--- src/rtl/arb_pkg.sv ---
package arb_pkg;

    localparam int unsigned DEF_NUM_CH   = 5;
    localparam int unsigned DEF_PRIO_W   = 3;
    localparam int unsigned DEF_PRIO_MAX = 5;

    typedef enum logic {
        HOLD_IDLE = 1'b0,
        HOLD_BUSY = 1'b1
    } hold_st_e;

    // Saturate a priority code at the top legal level.
    function automatic logic [7:0] clamp_prio(input logic [7:0] raw,
                                              input logic [7:0] top);
        return (raw > top) ? top : raw;
    endfunction

endpackage

--- src/rtl/prio_clamp.sv ---
module prio_clamp #(
    parameter int unsigned NUM_CH   = arb_pkg::DEF_NUM_CH,
    parameter int unsigned PRIO_W   = arb_pkg::DEF_PRIO_W,
    parameter int unsigned PRIO_MAX = arb_pkg::DEF_PRIO_MAX
) (
    input  logic [NUM_CH*PRIO_W-1:0] raw_prio,
    output logic [NUM_CH*PRIO_W-1:0] eff_prio
);
    for (genvar g = 0; g < NUM_CH; g++) begin : g_ch
        always_comb begin
            eff_prio[g*PRIO_W +: PRIO_W] =
                PRIO_W'(arb_pkg::clamp_prio(8'(raw_prio[g*PRIO_W +: PRIO_W]),
                                            8'(PRIO_MAX)));
        end
    end
endmodule

--- src/rtl/winner_pick.sv ---
module winner_pick #(
    parameter int unsigned NUM_CH = arb_pkg::DEF_NUM_CH,
    parameter int unsigned PRIO_W = arb_pkg::DEF_PRIO_W,
    parameter int unsigned IDX_W  = $clog2(NUM_CH)
) (
    input  logic [NUM_CH-1:0]        req,
    input  logic [NUM_CH*PRIO_W-1:0] eff_prio,
    output logic                     any_req,
    output logic [IDX_W-1:0]         win_idx
);
    logic [PRIO_W-1:0] best_p;

    // Scan upward; only a strictly larger priority replaces the
    // current pick, so ties stay with the lower index.
    always_comb begin
        any_req = 1'b0;
        best_p  = '0;
        win_idx = '0;
        for (int i = 0; i < NUM_CH; i++) begin
            if (req[i] && (!any_req || eff_prio[i*PRIO_W +: PRIO_W] > best_p)) begin
                any_req = 1'b1;
                best_p  = eff_prio[i*PRIO_W +: PRIO_W];
                win_idx = IDX_W'(i);
            end
        end
    end
endmodule

--- src/rtl/grant_hold.sv ---
module grant_hold #(
    parameter int unsigned NUM_CH = arb_pkg::DEF_NUM_CH,
    parameter int unsigned IDX_W  = $clog2(NUM_CH)
) (
    input  logic              clk,
    input  logic              rst,
    input  logic              any_req,
    input  logic [IDX_W-1:0]  win_idx,
    input  logic              xfer_done,
    output logic [NUM_CH-1:0] grant_onehot,
    output logic [IDX_W-1:0]  grant_chan
);
    import arb_pkg::*;

    hold_st_e         st_q;
    logic [IDX_W-1:0] own_q;
    logic             boundary;

    // A decision is taken only at a transfer boundary or while idle.
    assign boundary = (st_q == HOLD_IDLE) || xfer_done;

    always_ff @(posedge clk) begin
        if (rst) begin
            st_q  <= HOLD_IDLE;
            own_q <= '0;
        end else if (boundary) begin
            if (any_req) begin
                st_q  <= HOLD_BUSY;
                own_q <= win_idx;
            end else begin
                st_q  <= HOLD_IDLE;
                own_q <= '0;
            end
        end
    end

    for (genvar g = 0; g < NUM_CH; g++) begin : g_dec
        assign grant_onehot[g] = (st_q == HOLD_BUSY) && (own_q == IDX_W'(g));
    end

    assign grant_chan = own_q;
endmodule

--- src/rtl/chan_bus_arbiter.sv ---
module chan_bus_arbiter #(
    parameter int unsigned NUM_CH   = arb_pkg::DEF_NUM_CH,
    parameter int unsigned PRIO_W   = arb_pkg::DEF_PRIO_W,
    parameter int unsigned PRIO_MAX = arb_pkg::DEF_PRIO_MAX,
    localparam int unsigned IDX_W   = $clog2(NUM_CH)
) (
    input  logic                     clk,
    input  logic                     rst,
    input  logic [NUM_CH-1:0]        ch_req,
    input  logic [NUM_CH*PRIO_W-1:0] ch_prio,
    input  logic                     xfer_done,
    output logic [NUM_CH-1:0]        grant_onehot,
    output logic [IDX_W-1:0]         grant_chan
);
    logic [NUM_CH*PRIO_W-1:0] eff_prio;
    logic                     any_req;
    logic [IDX_W-1:0]         win_idx;

    prio_clamp #(
        .NUM_CH   (NUM_CH),
        .PRIO_W   (PRIO_W),
        .PRIO_MAX (PRIO_MAX)
    ) u_clamp (
        .raw_prio (ch_prio),
        .eff_prio (eff_prio)
    );

    winner_pick #(
        .NUM_CH (NUM_CH),
        .PRIO_W (PRIO_W),
        .IDX_W  (IDX_W)
    ) u_pick (
        .req      (ch_req),
        .eff_prio (eff_prio),
        .any_req  (any_req),
        .win_idx  (win_idx)
    );

    grant_hold #(
        .NUM_CH (NUM_CH),
        .IDX_W  (IDX_W)
    ) u_hold (
        .clk          (clk),
        .rst          (rst),
        .any_req      (any_req),
        .win_idx      (win_idx),
        .xfer_done    (xfer_done),
        .grant_onehot (grant_onehot),
        .grant_chan   (grant_chan)
    );
endmodule

--- config.mk ---
export PLATFORM = sky130hd
export DESIGN_NAME = chan_bus_arbiter
export DESIGN_NICKNAME = d
export VERILOG_FILES = /design/src/rtl/arb_pkg.sv /design/src/rtl/prio_clamp.sv /design/src/rtl/winner_pick.sv /design/src/rtl/grant_hold.sv /design/src/rtl/chan_bus_arbiter.sv
export SDC_FILE = /design/constraint.sdc
export NUM_CORES = 1
export LEC_CHECK = 0
export ABC_AREA = 1
export CAP_MARGIN = 30
export CORE_ASPECT_RATIO = 2
export CORE_UTILIZATION = 25
export CTS_BUF_LIST = sky130_fd_sc_hd__clkbuf_4
export DETAILED_ROUTE_END_ITERATION = 6
export PLACE_DENSITY_LB_ADDON = 0.12
export REMOVE_ABC_BUFFERS = 1
export SYNTH_ARGS = -nofsm -noshare
export SYNTH_HDL_FRONTEND = slang
export SYNTH_SLANG_ARGS = --single-unit
--- constraint.sdc ---
create_clock -name clk -period 5.9 [get_ports clk]
set_input_delay 1.18 -clock clk [delete_from_list [all_inputs] [get_ports clk]]
set_output_delay 1.18 -clock clk [all_outputs]
set_load 0.02 [all_outputs]
==> results of run 1 <==
path summary, 6_finish.rpt:
kind | from | depth (start not counted) | endpoint | slack, ns
max | ch_prio[0] | 37 | u_hold.grant_chan[0] | 0.50
min | u_hold.grant_chan[0] | 2 | u_hold.grant_chan[0] | 0.50
max reg2reg | u_hold.st_q | 7 | u_hold.grant_chan[0] | 4.87
min reg2reg | u_hold.grant_chan[0] | 2 | u_hold.grant_chan[0] | 0.50
registers in the layout, summed over array words and instances (netlist names):
signal / cells
u_hold.grant_chan: 3
u_hold.st_q: 1
power by group:
group          leakage (nW)  switching (mW)  internal (mW)
Combinational         0.573          0.0726         0.0727
Sequential           0.0332         0.00274         0.0306
Clock                0.0138         0.00968         0.0226
Total                 0.620          0.0850          0.126
worst min-delay path, cell delays in order (launching register included):
cell and delay (ns):
sky130_fd_sc_hd__dfxtp_1 0.32, sky130_fd_sc_hd__nand2_1 0.07, sky130_fd_sc_hd__a21oi_1 0.06
final cells by class:
| class | count | area share |
|---|---|---|
| clock buffers | 3 | 0.01779 |
| flip-flops and latches | 4 | 0.06324 |
| multi-input cells | 107 | 0.5356 |
| inverters | 15 | 0.04447 |
| well taps | 29 | 0.02866 |
| repair buffers | 41 | 0.3103 |
timing repair:
action                                  in CTS  in global routing
resized for setup                            0                 20
endpoints found under the setup margin       0                  3
setup buffers                                0                  1
placed cells by master, fill, tap and decap left out:
| cell type | Yosys | layout |
|---|---|---|
| sky130_fd_sc_hd__ha_1 | 12 | 8 |
| sky130_fd_sc_hd__nand2_2 | 2 | 9 |
| sky130_fd_sc_hd__nor3b_1 | 1 | 1 |
| sky130_fd_sc_hd__a21oi_1 | 13 | 11 |
| sky130_fd_sc_hd__clkdlybuf4s50_1 | 0 | 26 |
| sky130_fd_sc_hd__ha_4 | 0 | 4 |
| sky130_fd_sc_hd__nand3_2 | 0 | 1 |
| sky130_fd_sc_hd__nand3b_1 | 5 | 5 |
| sky130_fd_sc_hd__nor3_1 | 3 | 3 |
| sky130_fd_sc_hd__and2_1 | 3 | 3 |
| sky130_fd_sc_hd__o21ai_0 | 1 | 1 |
| sky130_fd_sc_hd__nor2_1 | 11 | 9 |
| sky130_fd_sc_hd__or2_0 | 3 | 3 |
| sky130_fd_sc_hd__clkbuf_4 | 0 | 3 |
| sky130_fd_sc_hd__a21oi_2 | 0 | 2 |
| sky130_fd_sc_hd__inv_2 | 2 | 2 |
| sky130_fd_sc_hd__o21ai_1 | 1 | 1 |
| sky130_fd_sc_hd__nand2_1 | 37 | 30 |
| sky130_fd_sc_hd__dfxtp_1 | 4 | 4 |
| sky130_fd_sc_hd__nor2_2 | 2 | 4 |
| sky130_fd_sc_hd__nand3_1 | 13 | 12 |
| sky130_fd_sc_hd__inv_1 | 13 | 13 |
| sky130_fd_sc_hd__buf_4 | 0 | 11 |
| sky130_fd_sc_hd__dlymetal6s2s_1 | 0 | 4 |
kinds of logic after synthesis:
| kind of cell | share of synthesized area |
|---|---|
| buffers and inverters | 0.09580 |
| AO/OA/AOI/OAI | 0.1008 |
| flip-flops | 0.1076 |
| AND/OR/NAND/NOR | 0.4941 |
| adder cells (fa/ha/maj) | 0.2017 |
routing by layer:
| metal | vias to the layer above | wire length [um] |
|---|---|---|
| met4 | 0 | 17 |
| met3 | 2 | 48 |
| met5 | - | 0 |
| li1 | 503 | - |
| met2 | 23 | 1310 |
| met1 | 402 | 694 |
==> run summary, run 1 <==
The commonest cells after synthesis are 37 x sky130_fd_sc_hd__nand2_1, 13 x sky130_fd_sc_hd__a21oi_1, 13 x sky130_fd_sc_hd__inv_1, 13 x sky130_fd_sc_hd__nand3_1, 12 x sky130_fd_sc_hd__ha_1. The total routed wirelength is 2070 um, and the largest clock skew in the final design is 0.004465 ns. In the final layout, the multi-input gates occupy 678.2 um^2. The maximum vdd ir drop is 63.84 uV. In the post-synthesis netlist, the cell with the most instances is sky130_fd_sc_hd__nand2_1. Sorting the synthesized cells by area gives the leading types as sky130_fd_sc_hd__ha_1 20%, sky130_fd_sc_hd__nand2_1 19%, sky130_fd_sc_hd__dfxtp_1 11%, sky130_fd_sc_hd__a21oi_1 8.7%, sky130_fd_sc_hd__nand3_1 8.7%. The floorplan has 27 rows. The analysis attributes to cell leakage a power of 0.6205 nW.

For the pin with the worst max-slew slack, the measured transition is 0.2338 ns. Once layout is done, the placed cells without fillers occupy 1266 um^2. The first global-routing pass estimated 3367 um of wire.

Share of the synthesized area in the top cell type: 0.2017. The number of standard cells in the final layout excluding fillers was 199. The placed instance count is 195. After synthesis the cells add up to 744.5 um^2. The run gives 2804 um^2 as the core area.

The hold slack is 0.5012 ns. For the final routed database, the setup TNS stands at 0 ns. For the met1 demand-to-capacity share in global routing, the log shows 0.1338. Along the worst path, the maximum fanout reaches 5. For the met3 global-route usage, the log shows 0.008380. The via count of the first global-routing pass came out at 902. The die is 79.17 um tall. The average instance in the mapped netlist occupies 5.727 um^2.

The run finished with clean final reports. After detailed routing, the number of remaining DRC violations is 0. The required arrival time at the worst endpoint came out at 6.06 ns. Cell occurring most often along the worst timing path: sky130_fd_sc_hd__nand2_1. After layout, the design draws a total of 0.2109 mW.

After detailed routing, the average wire length per cell comes to 10.40 um. The tools report the met2 layer usage reported by global route as 0.2857. The critical path class is in2reg.

Once detailed placement completed, the half-perimeter wirelength came to 1772 um. The repair_antennas step left the layout with diodes totalling 0. The tools report the initial core utilization as 0.2655.

The number of CTS-inserted buffers is 3, and the share of synthesized area occupied by flip-flops and latches is 0.1076. The final period utilization is 0.9152. The worst path in the final design needs a cycle of 5.400 ns, including I/O delays and setup. After the last flow step, the layout net total stands at 207.

The detail route stage leaves a number of antenna-violating nets equal to 0. The nature of the critical path endpoint was a flip-flop. Global-route usage over all layers: 0.1426.

The run gives 2 as the maximum root-to-sink buffer count. The tools report the number of unique standard cell types used by synthesis as 18. The sum of buffers and inverters on the critical path is 1, and the number of synthesized register bits is 4. For the H-tree depth, the log shows 1. After clock tree synthesis, the clock-pin slew on the worst setup and hold paths is 0.03 ns.

Broken down by cell family, the worst path's largest delay share belongs to simple AND/OR/NAND/NOR gates. For the worst setup path, the data arrival time is 5.55 ns. In this run, the number of DRC markers left after iteration 0 of detailed routing was 6. Among all flip-flop cells after synthesis, the most frequent one is sky130_fd_sc_hd__dfxtp_1.

For the largest net degree at the start of global routing, the log shows 6. Max-cap violations in this run came to 0. Counting every instance in the synthesized netlist gives 130. Summing all placed instances gives a cell area of 1141 um^2. Setup violations remaining at the end of the flow were counted as 0. For the global placer's final weighted congestion, the log shows 0.7225. The tools report the count of hold buffers inserted by post-cts repair as 0. The floorplan step set the die width to 40.59 um. Counting every sink on the clock net gives 4. The worst setup path is launched from an input port. The utilization after layout came out at 0.4516.

The layer flagged by global routing as most heavily used is met2. Leading area contributor after synthesis: sky130_fd_sc_hd__ha_1. The global-route congestion overflow total is 0, and the fraction of registers with async set or reset after synthesis is 0. Buffers placed on the I/O ports in this run total 30. The worst-case headroom to the max-slew limit came out at 0.8439. Power density relative to cell area: 166.6 nW/um^2. For the number of warning messages in the yosys log, the log shows 0. The number of synthesized flops with an enable pin is 0. The run gives 0 as the final max-slew violation count. The largest individual stage delay along the critical path comes from the cell sky130_fd_sc_hd__clkdlybuf4s50_1. First-pass iteration count of the detailed router: 4. The share of cells above drive strength 1 was 0.2118.

The routed layout has 930 vias. For the initial antenna violation count, the log shows 0. The tools report the worst slack after detailed placement as -0.1560 ns. In this run the count of I/O pins placed on the die edge is 31. The latest clock arrival within the worst-skew pair came out at 0.23 ns. After filler insertion, the fill cell instance count of the layout stands at 306. The area growth from synthesis to layout is 70.08%. Setup repair after global routing left no endpoint under its margin. The sequential cells in the finished layout cover a total of 80.08 um^2. The worst path setup slack after routing is 0.5004 ns, and the highest clock frequency the design can meet is 185.2 MHz. The largest incremental delay on the critical path came out at 0.47 ns.

The tools report the hold violation total from the final report as 0. The path class of the tightest hold or removal check is reg2reg. The number of vias per cell was 4.673.

TritonCTS built the clock tree. The tree is rooted in a sky130_fd_sc_hd__clkbuf_4. The full die area is 3213 um^2.
Power figures use the tool's default switching activity.
==> run 2, diff against run 1 <==
Settings changed: RECOVER_POWER set to 25.
==> run summary, run 2 (same netlist as run 1, synthesis figures left out) <==
The power density relative to cell area is 166.2 nW/um^2 (-0.23%), and the number of CTS-inserted buffers is 3 (unchanged). The flow ran to the end, and the final reports show no timing, DRC or antenna violations. The tools report the global-route usage over all layers as 0.1426 (unchanged). The count of cells along the worst register-to-register path works out to 7 (unchanged). The growth of design area from synthesis to finish is 70.08% (unchanged), and the global-route wire length before repair is 3367 um (unchanged). For the final count of negative-setup-slack endpoints, the log shows 0 (unchanged). The core area was 2804 um^2 (unchanged).

For hold timing, the worst endpoint is u_hold.grant_chan[0]. The tightest min-delay check is of the reg2reg type. The largest incremental delay on the critical path came out at 0.47 ns (about the same). The slowest stage of the critical path belongs to the cell sky130_fd_sc_hd__clkdlybuf4s50_1. TritonCTS built the clock tree. The initial antenna violation count was 0 (unchanged). The H-tree depth was 1 (unchanged).

CTS placed an instance of sky130_fd_sc_hd__clkbuf_4 at the clock tree root. The global placer's final weighted congestion was 0.7225 (unchanged); the largest clock skew in the final design was 0.004465 ns (unchanged). The latest clock arrival within the worst-skew pair was 0.23 ns (about the same). For the utilization after layout, the log shows 0.4516 (unchanged).

The worst hold path cell count came out at 2 (unchanged). The logs give 902 (unchanged) for the via count of the first global-routing pass and 0.8439 (unchanged) for the worst-case headroom to the max-slew limit. The worst setup path is launched from an input port. Final period utilization: 0.9152 (about the same). Counting stages on the worst path, the most repeated cell is sky130_fd_sc_hd__nand2_1. The post-route minimum period was 5.400 ns (+0.0001860 ns); the number of nets still failing antenna checks after routing was 0 (unchanged).

For the final max-slew violation count, the log shows 0 (unchanged). Setup repair after global routing left no endpoint under its margin. For the maximum vdd ir drop, the log shows 63.77 uV (-0.11%). Leaving out fill and tap cells, the most frequent cells in the layout are 30 x sky130_fd_sc_hd__nand2_1, 24 x sky130_fd_sc_hd__clkdlybuf4s50_1, 13 x sky130_fd_sc_hd__inv_1, 12 x sky130_fd_sc_hd__nand3_1.

The tools report the leakage power as 0.6232 nW (+0.44%). The post-CTS clock slew at the launch and capture registers of the worst setup and hold paths was 0.03 ns (about the same). Count of vias placed by the detailed router: 930 (unchanged). The endpoint identified for the worst register-to-register timing path is u_hold.grant_chan[0]. Leaving out fill and tap cells, the most frequent cell in the layout is sky130_fd_sc_hd__nand2_1. The average wire length per cell after detail routing came out at 10.40 um (about the same).

The number of vias per cell was 4.673 (unchanged). The number of flip-flops in the largest register came out at 3 (unchanged). For the number of standard-cell rows in the floorplan, the log shows 27 (unchanged). The total design power was 0.2104 mW (-0.23%); the x dimension of the die was 40.59 um (unchanged). The worst setup path is of the in2reg kind. The transition time at the pin with the least slew margin came out at 0.2338 ns (unchanged).

DRC violation total after the first TritonRoute iteration: 6 (unchanged). The total routed wirelength is 2069 um (about the same), and the number of max-cap violations is 0 (unchanged). The startpoint identified for the worst register-to-register timing path is u_hold.st_q. The run gives 0 (unchanged) as the global-route congestion overflow total. Vertical die dimension: 79.17 um (unchanged).

The tools report the number of top-level pins as 31 (unchanged). The run gives 4 (unchanged) as the first-pass iteration count of the detailed router. The post-detailed-route DRC marker count came out at 0 (unchanged). The maximum root-to-sink buffer count is 2 (unchanged), and the number of clock sinks is 4 (unchanged).

The share of cells above drive strength 1 works out to 0.2118 (unchanged). The worst setup path is captured at a flip-flop. The highest clock frequency the design can meet came out at 185.2 MHz (about the same). Number of input and output port buffers inserted: 30 (unchanged). The tools report the worst setup slack for register-to-register paths as 4.87 ns (about the same).

The antenna diode instance count was 0 (unchanged). The hold violation total from the final report came out at 0 (unchanged). The startpoint identified for the worst hold timing path is u_hold.grant_chan[0].

Detailed placer's ending HPWL: 1772 um (unchanged). The tools report the required arrival time at the worst endpoint as 6.06 ns (about the same). The tools report the full die area as 3213 um^2 (unchanged).

The worst endpoint data arrival time was 5.55 ns (about the same); the largest fanout of any net on the critical path was 5 (unchanged). The initial core utilization was 0.2655 (unchanged); the largest net degree at the start of global routing was 6 (unchanged). The layout net count is 207 (unchanged).
[run 2: cell types whose count changed in the layout (fill, tap and decap cells not counted), sizes merged]
cell	change
dlygate4sd3	+2
clkdlybuf4s50	-2
[run 2: final cells by class]
class / count / area, um^2
Clock buffer: 3 / 22.52
Fill cell: 306 / 1538
Inverter: 15 / 56.30
Multi-Input combinational cell: 107 / 678.2
Sequential cell: 4 / 80.08
Tap cell: 29 / 36.28
Timing Repair Buffer: 41 / 392.9
[run 2: timing repair]
action / 4_1_cts / 5_1_grt
resized for setup: 0 / 20
endpoints found under the setup margin: 0 / 3
buffers inserted: 0 / 1
hold buffers: 0 / 0
[run 2: worst max-delay path by stage]
| stage | to | cells after the start | start |
|---|---|---|---|
| CTS | u_hold.grant_chan[0] | 36 | ch_req[0] |
| finish | u_hold.grant_chan[0] | 37 | ch_prio[0] |
| floorplan | u_hold.grant_chan[0] | 35 | ch_prio[2] |
| global placement | u_hold.grant_chan[0] | 36 | ch_req[0] |
| detailed placement | u_hold.grant_chan[0] | 36 | ch_req[0] |
| global route | u_hold.grant_chan[1] | 37 | ch_prio[4] |
[run 2: per-layer routing]
| metal | global-route usage | share of wire |
|---|---|---|
| met1 | 0.1338 | 0.34 |
| met2 | 0.2857 | 0.63 |
| met3 | 0.008380 | 0.023 |
| met4 | 0.04000 | 0.0082 |
| met5 | 0 | 0 |
[run 2: critical path, delay by kind of cell]
| family | cells | cell delay [ns] |
|---|---|---|
| adders and majority gates | 4 | 1.03 |
| AOI/OAI and AO/OA | 5 | 0.47 |
| buffers and inverters | 1 | 0.47 |
| and+or+nand+nor | 27 | 2.40 |
[run 2: per-stage QoR]
stage	hold slack (ns)	instances	TNS, ns	instance area, um^2	worst slack [ns]
after CTS	0.5056	198	0	1164	0.07557
after global routing	0.5231	199	0	1266	0.004223
final	0.5012	199	0	1266	0.5003
after detailed placement	0.5001	195	-0.3626	1141	-0.1560
after global placement	0.4884	195	-0.1052	1141	-0.05280
after floorplan	0.5307	126	0	729.5	0.9679
[run 2: power breakdown]
group / internal [mW] / leakage [nW] / total (mW) / switching, mW
combinational: 0.0722 / 0.576 / 0.145 / 0.0726
clock: 0.0226 / 0.0138 / 0.0323 / 0.00968
sequential: 0.0306 / 0.0332 / 0.0333 / 0.00270
